<file path="src/rtl/bat_pkg.sv">
package bat_pkg;

  // Widest port selector a strobe can carry (up to 16 request ports).
  localparam int unsigned SRC_W = 4;

  // Per-bank write strobe from control to datapath.
  typedef struct packed {
    logic             claim;    // bank is claimed this cycle
    logic [SRC_W-1:0] srcPort;  // port whose index becomes the owner
  } bankStrobe_t;

endpackage

</file>
<file path="src/rtl/bat_datapath.sv">
module bat_datapath
  import bat_pkg::*;
#(
  parameter int unsigned NUM_BANKS = 4,
  parameter int unsigned NUM_PORTS = 2,
  parameter int unsigned IDX_W     = 16,
  parameter int unsigned LATENCY   = 3,
  parameter int unsigned CYC_W     = 32,
  localparam int unsigned BANK_W   = (NUM_BANKS > 1) ? $clog2(NUM_BANKS) : 1
) (
  input  logic                          clk,
  input  logic                          rstN,
  input  logic [NUM_PORTS*IDX_W-1:0]    reqIdx,
  input  bankStrobe_t [NUM_BANKS-1:0]   strobe,
  output logic [NUM_PORTS*BANK_W-1:0]   portBank,
  output logic [NUM_BANKS-1:0]          bankBusy,
  output logic [NUM_BANKS*IDX_W-1:0]    ownerIdx
);

  // Bank selection: modulo by a power of two keeps the low index bits.
  for (genvar p = 0; p < NUM_PORTS; p++) begin : g_map
    if (NUM_BANKS == 1) begin : g_single
      assign portBank[p*BANK_W +: BANK_W] = '0;
    end else begin : g_multi
      assign portBank[p*BANK_W +: BANK_W] = reqIdx[p*IDX_W +: BANK_W];
    end
  end

  if (LATENCY == 0) begin : g_untracked
    assign bankBusy = '0;
    assign ownerIdx = '0;
  end else begin : g_tracked
    logic [CYC_W-1:0] nowCycle;

    always_ff @(posedge clk) begin
      if (!rstN) nowCycle <= '0;
      else       nowCycle <= nowCycle + 1'b1;
    end

    for (genvar b = 0; b < NUM_BANKS; b++) begin : g_bank
      logic             holdValid;
      logic [CYC_W-1:0] holdStart;
      logic [IDX_W-1:0] holdIdx;
      logic [CYC_W-1:0] elapsed;

      always_ff @(posedge clk) begin
        if (!rstN) begin
          holdValid <= 1'b0;
          holdStart <= '0;
          holdIdx   <= '0;
        end else if (strobe[b].claim) begin
          holdValid <= 1'b1;
          holdStart <= nowCycle;
          holdIdx   <= reqIdx[strobe[b].srcPort*IDX_W +: IDX_W];
        end
      end

      // Age of the current hold; busy while younger than the latency.
      assign elapsed     = nowCycle - holdStart;
      assign bankBusy[b] = holdValid && (elapsed < CYC_W'(LATENCY));
      assign ownerIdx[b*IDX_W +: IDX_W] = holdIdx;
    end
  end

endmodule

</file>
<file path="src/rtl/bat_control.sv">
module bat_control
  import bat_pkg::*;
#(
  parameter int unsigned NUM_BANKS = 4,
  parameter int unsigned NUM_PORTS = 2,
  parameter int unsigned IDX_W     = 16,
  parameter int unsigned LATENCY   = 3,
  localparam int unsigned BANK_W   = (NUM_BANKS > 1) ? $clog2(NUM_BANKS) : 1
) (
  input  logic [NUM_PORTS-1:0]          reqValid,
  input  logic [NUM_PORTS*IDX_W-1:0]    reqIdx,
  input  logic [NUM_PORTS*BANK_W-1:0]   portBank,
  input  logic [NUM_BANKS-1:0]          bankBusy,
  output logic [NUM_PORTS-1:0]          reqGrant,
  output bankStrobe_t [NUM_BANKS-1:0]   strobe
);

  if (LATENCY == 0) begin : g_free
    assign reqGrant = reqValid;
    assign strobe   = '0;
  end else begin : g_arbitrate
    always_comb begin
      logic [NUM_PORTS-1:0] claimed;
      logic clash;
      logic dup;
      claimed  = '0;
      reqGrant = '0;
      strobe   = '0;
      // Ports resolve in priority order; earlier claims in this cycle
      // either block a later port or, for the same index, admit it again.
      for (int p = 0; p < NUM_PORTS; p++) begin
        clash = 1'b0;
        dup   = 1'b0;
        for (int q = 0; q < p; q++) begin
          if (claimed[q] &&
              portBank[q*BANK_W +: BANK_W] == portBank[p*BANK_W +: BANK_W]) begin
            if (reqIdx[q*IDX_W +: IDX_W] == reqIdx[p*IDX_W +: IDX_W]) dup = 1'b1;
            else clash = 1'b1;
          end
        end
        if (reqValid[p] && !bankBusy[portBank[p*BANK_W +: BANK_W]] && !clash) begin
          reqGrant[p] = 1'b1;
          claimed[p]  = !dup;
        end
      end
      // At most one claim per bank can survive; route it to the bank entry.
      for (int b = 0; b < NUM_BANKS; b++) begin
        for (int p = 0; p < NUM_PORTS; p++) begin
          if (claimed[p] && !strobe[b].claim &&
              portBank[p*BANK_W +: BANK_W] == BANK_W'(b)) begin
            strobe[b].claim   = 1'b1;
            strobe[b].srcPort = SRC_W'(p);
          end
        end
      end
    end
  end

endmodule

</file>
<file path="src/rtl/bank_admission_tracker.sv">
module bank_admission_tracker
  import bat_pkg::*;
#(
  parameter int unsigned NUM_BANKS = 4,
  parameter int unsigned NUM_PORTS = 2,
  parameter int unsigned IDX_W     = 16,
  parameter int unsigned LATENCY   = 3,
  parameter int unsigned CYC_W     = 32,
  localparam int unsigned BANK_W   = (NUM_BANKS > 1) ? $clog2(NUM_BANKS) : 1
) (
  input  logic                        clk,
  input  logic                        rstN,
  input  logic [NUM_PORTS-1:0]        reqValid,
  input  logic [NUM_PORTS*IDX_W-1:0]  reqIdx,
  output logic [NUM_PORTS-1:0]        reqGrant,
  output logic [NUM_PORTS*BANK_W-1:0] reqBank
);

  bankStrobe_t [NUM_BANKS-1:0]   strobe;
  logic [NUM_BANKS-1:0]          bankBusy;
  logic [NUM_BANKS*IDX_W-1:0]    ownerIdx;
  logic [NUM_PORTS*BANK_W-1:0]   portBank;

  bat_datapath #(
    .NUM_BANKS(NUM_BANKS), .NUM_PORTS(NUM_PORTS), .IDX_W(IDX_W),
    .LATENCY(LATENCY), .CYC_W(CYC_W)
  ) u_datapath (
    .clk(clk), .rstN(rstN), .reqIdx(reqIdx), .strobe(strobe),
    .portBank(portBank), .bankBusy(bankBusy), .ownerIdx(ownerIdx)
  );

  bat_control #(
    .NUM_BANKS(NUM_BANKS), .NUM_PORTS(NUM_PORTS), .IDX_W(IDX_W),
    .LATENCY(LATENCY)
  ) u_control (
    .reqValid(reqValid), .reqIdx(reqIdx), .portBank(portBank),
    .bankBusy(bankBusy), .reqGrant(reqGrant), .strobe(strobe)
  );

  assign reqBank = portBank;

endmodule

</file>
<file path="config.mk">
export PLATFORM = sky130hd
export DESIGN_NAME = bank_admission_tracker
export DESIGN_NICKNAME = d
export VERILOG_FILES = /design/src/rtl/bat_pkg.sv /design/src/rtl/bat_datapath.sv /design/src/rtl/bat_control.sv /design/src/rtl/bank_admission_tracker.sv
export SDC_FILE = /design/constraint.sdc
export NUM_CORES = 1
export LEC_CHECK = 0
export BUFFER_PORTS_ARGS = -buffer_cell sky130_fd_sc_hd__buf_2
export CAP_MARGIN = 10
export CORE_UTILIZATION = 50
export CTS_CLUSTER_DIAMETER = 50
export DETAILED_ROUTE_END_ITERATION = 16
export PLACE_DENSITY = 0.72
export SLEW_MARGIN = 25
export SYNTH_ARGS = -nofsm -noshare
export SYNTH_HDL_FRONTEND = slang
export SYNTH_SLANG_ARGS = --single-unit
export TNS_END_PERCENT = 5
</file>
<file path="constraint.sdc">
create_clock -name clk -period 6.35 [get_ports clk]
set_clock_uncertainty 0.1 [all_clocks]
set_input_delay 1.27 -clock clk [delete_from_list [all_inputs] [get_ports clk]]
set_output_delay 1.27 -clock clk [all_outputs]
set_load 0.02 [all_outputs]
</file>
==> impl_metrics.ini, run 1 <==
[cts]
cts_buffers = 17
cts_tree = done
clock_sinks = 164
htreeDepth = 4
cts_root_buf = clkbuf_16
cts_setup_buffers = 0
clk_pin_slew_ns = 0.07
clkLatencyLatePin_ns = 0.45
cts.path.max_buffers = 2

[run]
cap_violations = 0

[timing]
setup_viol = 0
tightest_slew_ns = 0.757
hold_ws_ns = 0.357
rsz0062_at_grt = false
fin_crit_ns = 6.14
final.period_utilization_pct = 96.7
setup_ws_ns = 0.209
finalHoldViolCount = 0
fmax_mhz = 163
relSlewSlack_pct = 49.4
drv_slew = 0
fin_setup_tns_ns = 0

[critical_path]
critPathMaxStageDelay_ns = 0.55
worstSetupPathType = reg -> out
crit_family = compound AO/OA/AOI/OAI gates
cp_max_fo = 10
cp_slowest_cell = or4_4
worstSetupEndpointType = output pin
crit_chain = ha_1 -> a21oi_1 -> o21ai_0 -> a21o_1 -> a2111oi_0 -> a31oi_1 -> a311o_1 -> or4_1 -> or4_4 -> o41ai_1 -> o2bb2ai_1 -> a32oi_1 -> buf_2
path_buf_inv = 1
start_kind = register
critPathArrivalTime_ns = 4.77
critical_path_required_ns = 4.98

[floorplan]
coreArea_um2 = 30000
ioPinCount = 42
dieArea_um2 = 31400
initial_core_util_pct = 51.3
num_rows = 63
die_y_um = 177
die_w_um = 177

[final_layout]
drive_above_1_share_pct = 8.61
final_common_cell = nand2_1
antenna_cells = 0
layout_common_cells = 211 x nand2_1, 164 x dfxtp_1, 148 x inv_1
area.growth.synth_to_final_pct = 8.70
n_fill_cell = 2893
nets = 2196

[yosys]
synth_cells = 2024
synthFlopType = dfxtp_1
synth-async-reset-ratio_pct = 0
seq_area_frac_synth_pct = 21.4
synth_edf_count = 0
synth_cell_type_count = 88
synthesis.yosys.warnings = 0
ys_seq_elements = 164
synth_area_um2 = 15400
synth_nets = 2189
postSynthAreaPerCell_um2 = 7.59

[grt]
grt_antenna_before_repair = 0
grt_pass1_wl_um = 72000
grt_max_degree = 78
grt_util_all_layers_pct = 29.2
grt.overflow.total = 0
grt_pass1_vias = 13500

[power]
vdd_drop_max_mv = 0.178
leakagePower_nw = 7.27
powerDensity_nw_per_um2 = 163

[detailed_routing]
wl_met3_um = 2480
ant_nets = 0
drt-pass1-iter-count = 6
met1_length_um = 21300
topRoutingLayerUsed = met4
wirelength_um = 46100
avgViaCountPerCell = 6.08
wl_met2_um = 20800
drc = 0
drt_iter0_drc = 1219
wl_per_cell_um = 18.9
vias = 14800

[run_status]
outcome = finished, final reports clean

[min_path]
hold_class = reg -> reg

[place]
hpwl_um = 35100
finalWeightedCongestion = 0.959
dp_slack_ns = 0.413
portBuffers = 41
where the power goes:
part | total (mW) | switching (mW) | internal (mW)
Clock | 1.10 | 0.498 | 0.602
Sequential | 1.04 | 0.00391 | 1.03
Combinational | 0.579 | 0.322 | 0.256
Total | 2.72 | 0.824 | 1.89
timing repair:
item | in CTS | in global routing
pin swaps | 0 | 1
endpoints found under the setup margin | 1 | 2
hold buffers | 0 | 0
gates resized for setup | 2 | 11
per-stage QoR:
step / instance area (µm²) / cells / total power [mW] / util [%]
after floorplan: 15400 / 2024 / 1.48 / -
after global placement: 16000 / 2402 / 1.62 / 53.6
after detailed placement: 16000 / 2402 / 1.62 / 53.6
after CTS: 16700 / 2434 / 2.71 / 55.6
after global routing: 16700 / 2434 / 2.82 / 55.8
final: 16700 / 2434 / 2.72 / 55.8
worst register-to-register path, delay by kind of cell (launching register included):
family	cells	cell delay (ns)
AO/OA/AOI/OAI	7	1.75
adder cells (fa/ha/maj)	1	0.44
buffers and inverters	1	0.53
flip-flops	1	0.53
multiplexers	1	0.35
AND/OR/NAND/NOR	3	1.03
cell type report:
cell class	count	area (µm²)	area share, %
flip-flops and latches	164	3280	19.7
inverters	148	556	3.33
well taps	390	488	2.92
clock buffers	18	439	2.63
multi-input cells	1604	11100	66.7
repair buffers	96	621	3.72
clock inverters	14	168	1.00
cell usage after synthesis (33+ instances only):
| cell type | number | area (µm²) |
|---|---|---|
| nor2_1 | 88 | 330 |
| a21boi_0 | 40 | 300 |
| dfxtp_1 | 164 | 3280 |
| mux2i_1 | 110 | 1100 |
| nand2_1 | 211 | 792 |
| xnor2_1 | 73 | 639 |
| nor2b_1 | 84 | 526 |
| and2_1 | 42 | 263 |
| a21oi_1 | 138 | 691 |
| a21o_1 | 45 | 338 |
| nor3_1 | 38 | 190 |
| inv_1 | 148 | 556 |
| nand4_1 | 38 | 238 |
| clkbuf_1 | 88 | 330 |
| ha_1 | 125 | 1560 |
| o21ai_0 | 114 | 571 |
| and3_1 | 33 | 206 |
| nand3_1 | 56 | 280 |
final timing paths:
path	start	slack, ns	end	cells after the start
setup reg to reg	u_datapath.g_tracked.nowCycle[15]	1.51	u_datapath.g_tracked.g_bank[0].holdStart[17]	13
hold / removal	u_datapath.g_tracked.g_bank[2].holdStart[18]	0.36	u_datapath.g_tracked.g_bank[2].holdStart[18]	2
hold reg to reg	u_datapath.g_tracked.g_bank[2].holdStart[18]	0.36	u_datapath.g_tracked.g_bank[2].holdStart[18]	2
setup / recovery	u_datapath.g_tracked.nowCycle[15]	0.21	reqGrant[1]	13
sequential cells by signal, indices dropped and copies added (netlist names):
| name | flops |
|---|---|
| u_datapath.g_tracked.g_bank.holdValid | 4 |
| u_datapath.g_tracked.g_bank.holdStart | 128 |
| u_datapath.g_tracked.nowCycle | 32 |
per-layer routing:
metal  vias up  GRT usage (%)
met2       467           47.5
met5         -              0
met4         0           11.0
met1      6974           39.1
li1       7300              -
met3        62           3.77
cell families (layout without fill, tap and decap cells):
| kind of cell | Yosys count | count (layout) | share of synthesized area (%) |
|---|---|---|---|
| mux | 115 | 115 | 7.53 |
| compound gates | 574 | 574 | 25.1 |
| xor+xnor | 103 | 103 | 5.87 |
| simple gates | 683 | 683 | 22.8 |
| flops | 164 | 164 | 21.4 |
| fa+ha+maj | 129 | 129 | 10.7 |
| buf+inv | 256 | 276 | 6.69 |
Note: power is estimated with default switching activity, not from simulation.
==> run 2: changes to the inputs <==
PLACE_DENSITY = not set   (was 0.72)
PLACE_DENSITY_LB_ADDON = 0.12   (was not set)
==> run 2 against run 1 <==
  * Via count rose by 0.26%
  * First-iteration DRC count decreased by 1.4%
  * Clock-buffer cell count grew 1
  * Combinational power about the same
  * Sequential share of layout area hardly changed
  * Cell area down 0.12%
  * Clock power about the same
  * Register-to-register slack worse by 0.12 ns
  * Critical endpoint unchanged
  * Largest power group unchanged
==> impl_metrics.ini, run 2 (synthesized netlist as in run 1, its figures left out) <==
[timing]
drv_slew = 0
finalHoldViolCount = 0
final.period_utilization_pct = 97.7
relSlewSlack_pct = 36.4
rsz0062_at_grt = false
tightest_slew_ns = 0.954
fin_setup_tns_ns = 0
setup_viol = 0
fmax_mhz = 161
fin_crit_ns = 6.21

[cts]
holdBufCountCts = 0
cts_buffers = 17
clock_sinks = 164
clkLatencyLatePin_ns = 0.45
cts_root_buf = clkbuf_16
cts.path.max_buffers = 2
cts_tree = done
clk_pin_slew_ns = 0.07
htreeDepth = 4

[final_layout]
regMostFlops = u_datapath.g_tracked.g_bank.holdStart
largest_register_ffs = 128
top_regs = u_datapath.g_tracked.g_bank.holdStart (128), u_datapath.g_tracked.nowCycle (32), u_datapath.g_tracked.g_bank.holdValid (4)
area.growth.synth_to_final_pct = 8.57
antenna_cells = 0
utilization_pct = 55.7
final_common_cell = nand2_1
drive_above_1_share_pct = 8.47
regArea_um2 = 3280
multi_input_area_um2 = 11100
n_fill_cell = 2928
nets = 2195
layout_common_cells = 211 x nand2_1, 163 x dfxtp_1, 148 x inv_1

[critical_path]
critical_path_required_ns = 4.98
r2r-end = u_datapath.g_tracked.g_bank[0].holdStart[2]
reg2reg_depth = 13
worstSetupPathType = reg -> out
critPathMaxStageDelay_ns = 0.69
start_kind = register
path_buf_inv = 1
cp_max_fo = 9
critPathArrivalTime_ns = 4.84
crit_family = compound AO/OA/AOI/OAI gates
crit_chain = ha_1 -> and4_1 -> and3_1 -> a32o_1 -> o31ai_1 -> a211oi_1 -> a311o_1 -> or4_1 -> or4_4 -> o41ai_1 -> o2bb2ai_1 -> a32oi_1 -> buf_2
regToRegStartpoint = u_datapath.g_tracked.nowCycle[18]
cp_slowest_cell = dfxtp_1
worstSetupEndpointType = output pin
reg2reg_slack_ns = 1.39
cp.depth = 13

[min_path]
whs_endpoint = u_datapath.g_tracked.g_bank[2].holdStart[12]
hp-start = u_datapath.g_tracked.g_bank[2].holdStart[12]
hold_depth = 2
hold_class = reg -> reg

[detailed_routing]
wirelength_um = 47500
drc = 0
avgViaCountPerCell = 6.10
vias = 14800
ant_nets = 0
wl_per_cell_um = 19.5
drt_iter0_drc = 1202
drt-pass1-iter-count = 5

[power]
leakagePower_nw = 7.23
vdd_drop_max_mv = 0.186
powerDensity_nw_per_um2 = 164

[grt]
grt_antenna_before_repair = 0
grt_util_all_layers_pct = 30.4
grt_pass1_vias = 13900
grt_max_degree = 101
grt_pass1_wl_um = 74700
grt.overflow.total = 0

[place]
finalWeightedCongestion = 0.949
hpwl_um = 35700
portBuffers = 41

[run]
cap_violations = 0

[floorplan]
die_w_um = 177
ioPinCount = 42
num_rows = 63
coreArea_um2 = 30000
initial_core_util_pct = 51.3
die_y_um = 177
dieArea_um2 = 31400

[run_status]
outcome = finished, final reports clean
[run 2: changes by cell type in the layout (fill, tap and decap cells not counted), sizes merged]
cell      change
buf           -1
bufinv        +1
clkbuf        +1
clkinv        -4
clkinvlp      +3
inv           -1
[run 2: what timing repair did]
action                     CTS  global route
gates resized for setup      2            10
buffers inserted             0             0
gates cloned                 0             0
setup endpoints to repair    1             2
[run 2: tightest hold or removal path, cell delays in order, from the launching register on]
cell     delay (ns)
dfxtp_1        0.31
nand2_1        0.05
mux2i_1        0.05
[run 2: worst max path at each step]
stage                                                     start  slack (ns)     endpoint
finish                        u_datapath.g_tracked.nowCycle[18]        0.14  reqGrant[1]
global route        u_datapath.g_tracked.g_bank[0].holdStart[6]       0.004  reqGrant[1]
CTS                            u_datapath.g_tracked.nowCycle[0]        0.04  reqGrant[1]
detailed placement  u_datapath.g_tracked.g_bank[0].holdStart[6]        0.47  reqGrant[1]
global placement    u_datapath.g_tracked.g_bank[0].holdStart[6]        0.47  reqGrant[1]
floorplan                      u_datapath.g_tracked.nowCycle[0]        0.86  reqGrant[1]
[run 2: layout make-up]
class,count,area share (%)
repair buffers,95,3.68
clock inverters,13,1.04
flip-flops and latches,164,19.7
well taps,390,2.93
multi-input cells,1604,66.7
clock buffers,19,2.60
inverters,148,3.33
[run 2: power breakdown]
| part | switching (mW) | internal [mW] | total (mW) |
|---|---|---|---|
| sequential | 0.00384 | 1.03 | 1.04 |
| combinational | 0.323 | 0.254 | 0.577 |
| clock | 0.491 | 0.626 | 1.12 |
[run 2: per-layer routing]
layer	track usage, %	wire length, µm
met3	3.49	2160
met2	52.3	22500
met1	39.7	21600
met4	9.26	1210
met5	0	0
[run 2: metrics by stage]
stage / area, µm² / instances / setup slack, ns / hold WS [ns] / power, mW
final: 16700 / 2433 / 0.143 / 0.359 / 2.73
after global placement: 16000 / 2401 / 0.474 / 0.343 / 1.62
after floorplan: 15400 / 2024 / 0.858 / 0.332 / 1.48
after global routing: 16700 / 2433 / 0.00443 / 0.371 / 2.84
after detailed placement: 16000 / 2401 / 0.468 / 0.347 / 1.62
after CTS: 16600 / 2433 / 0.0434 / 0.359 / 2.74
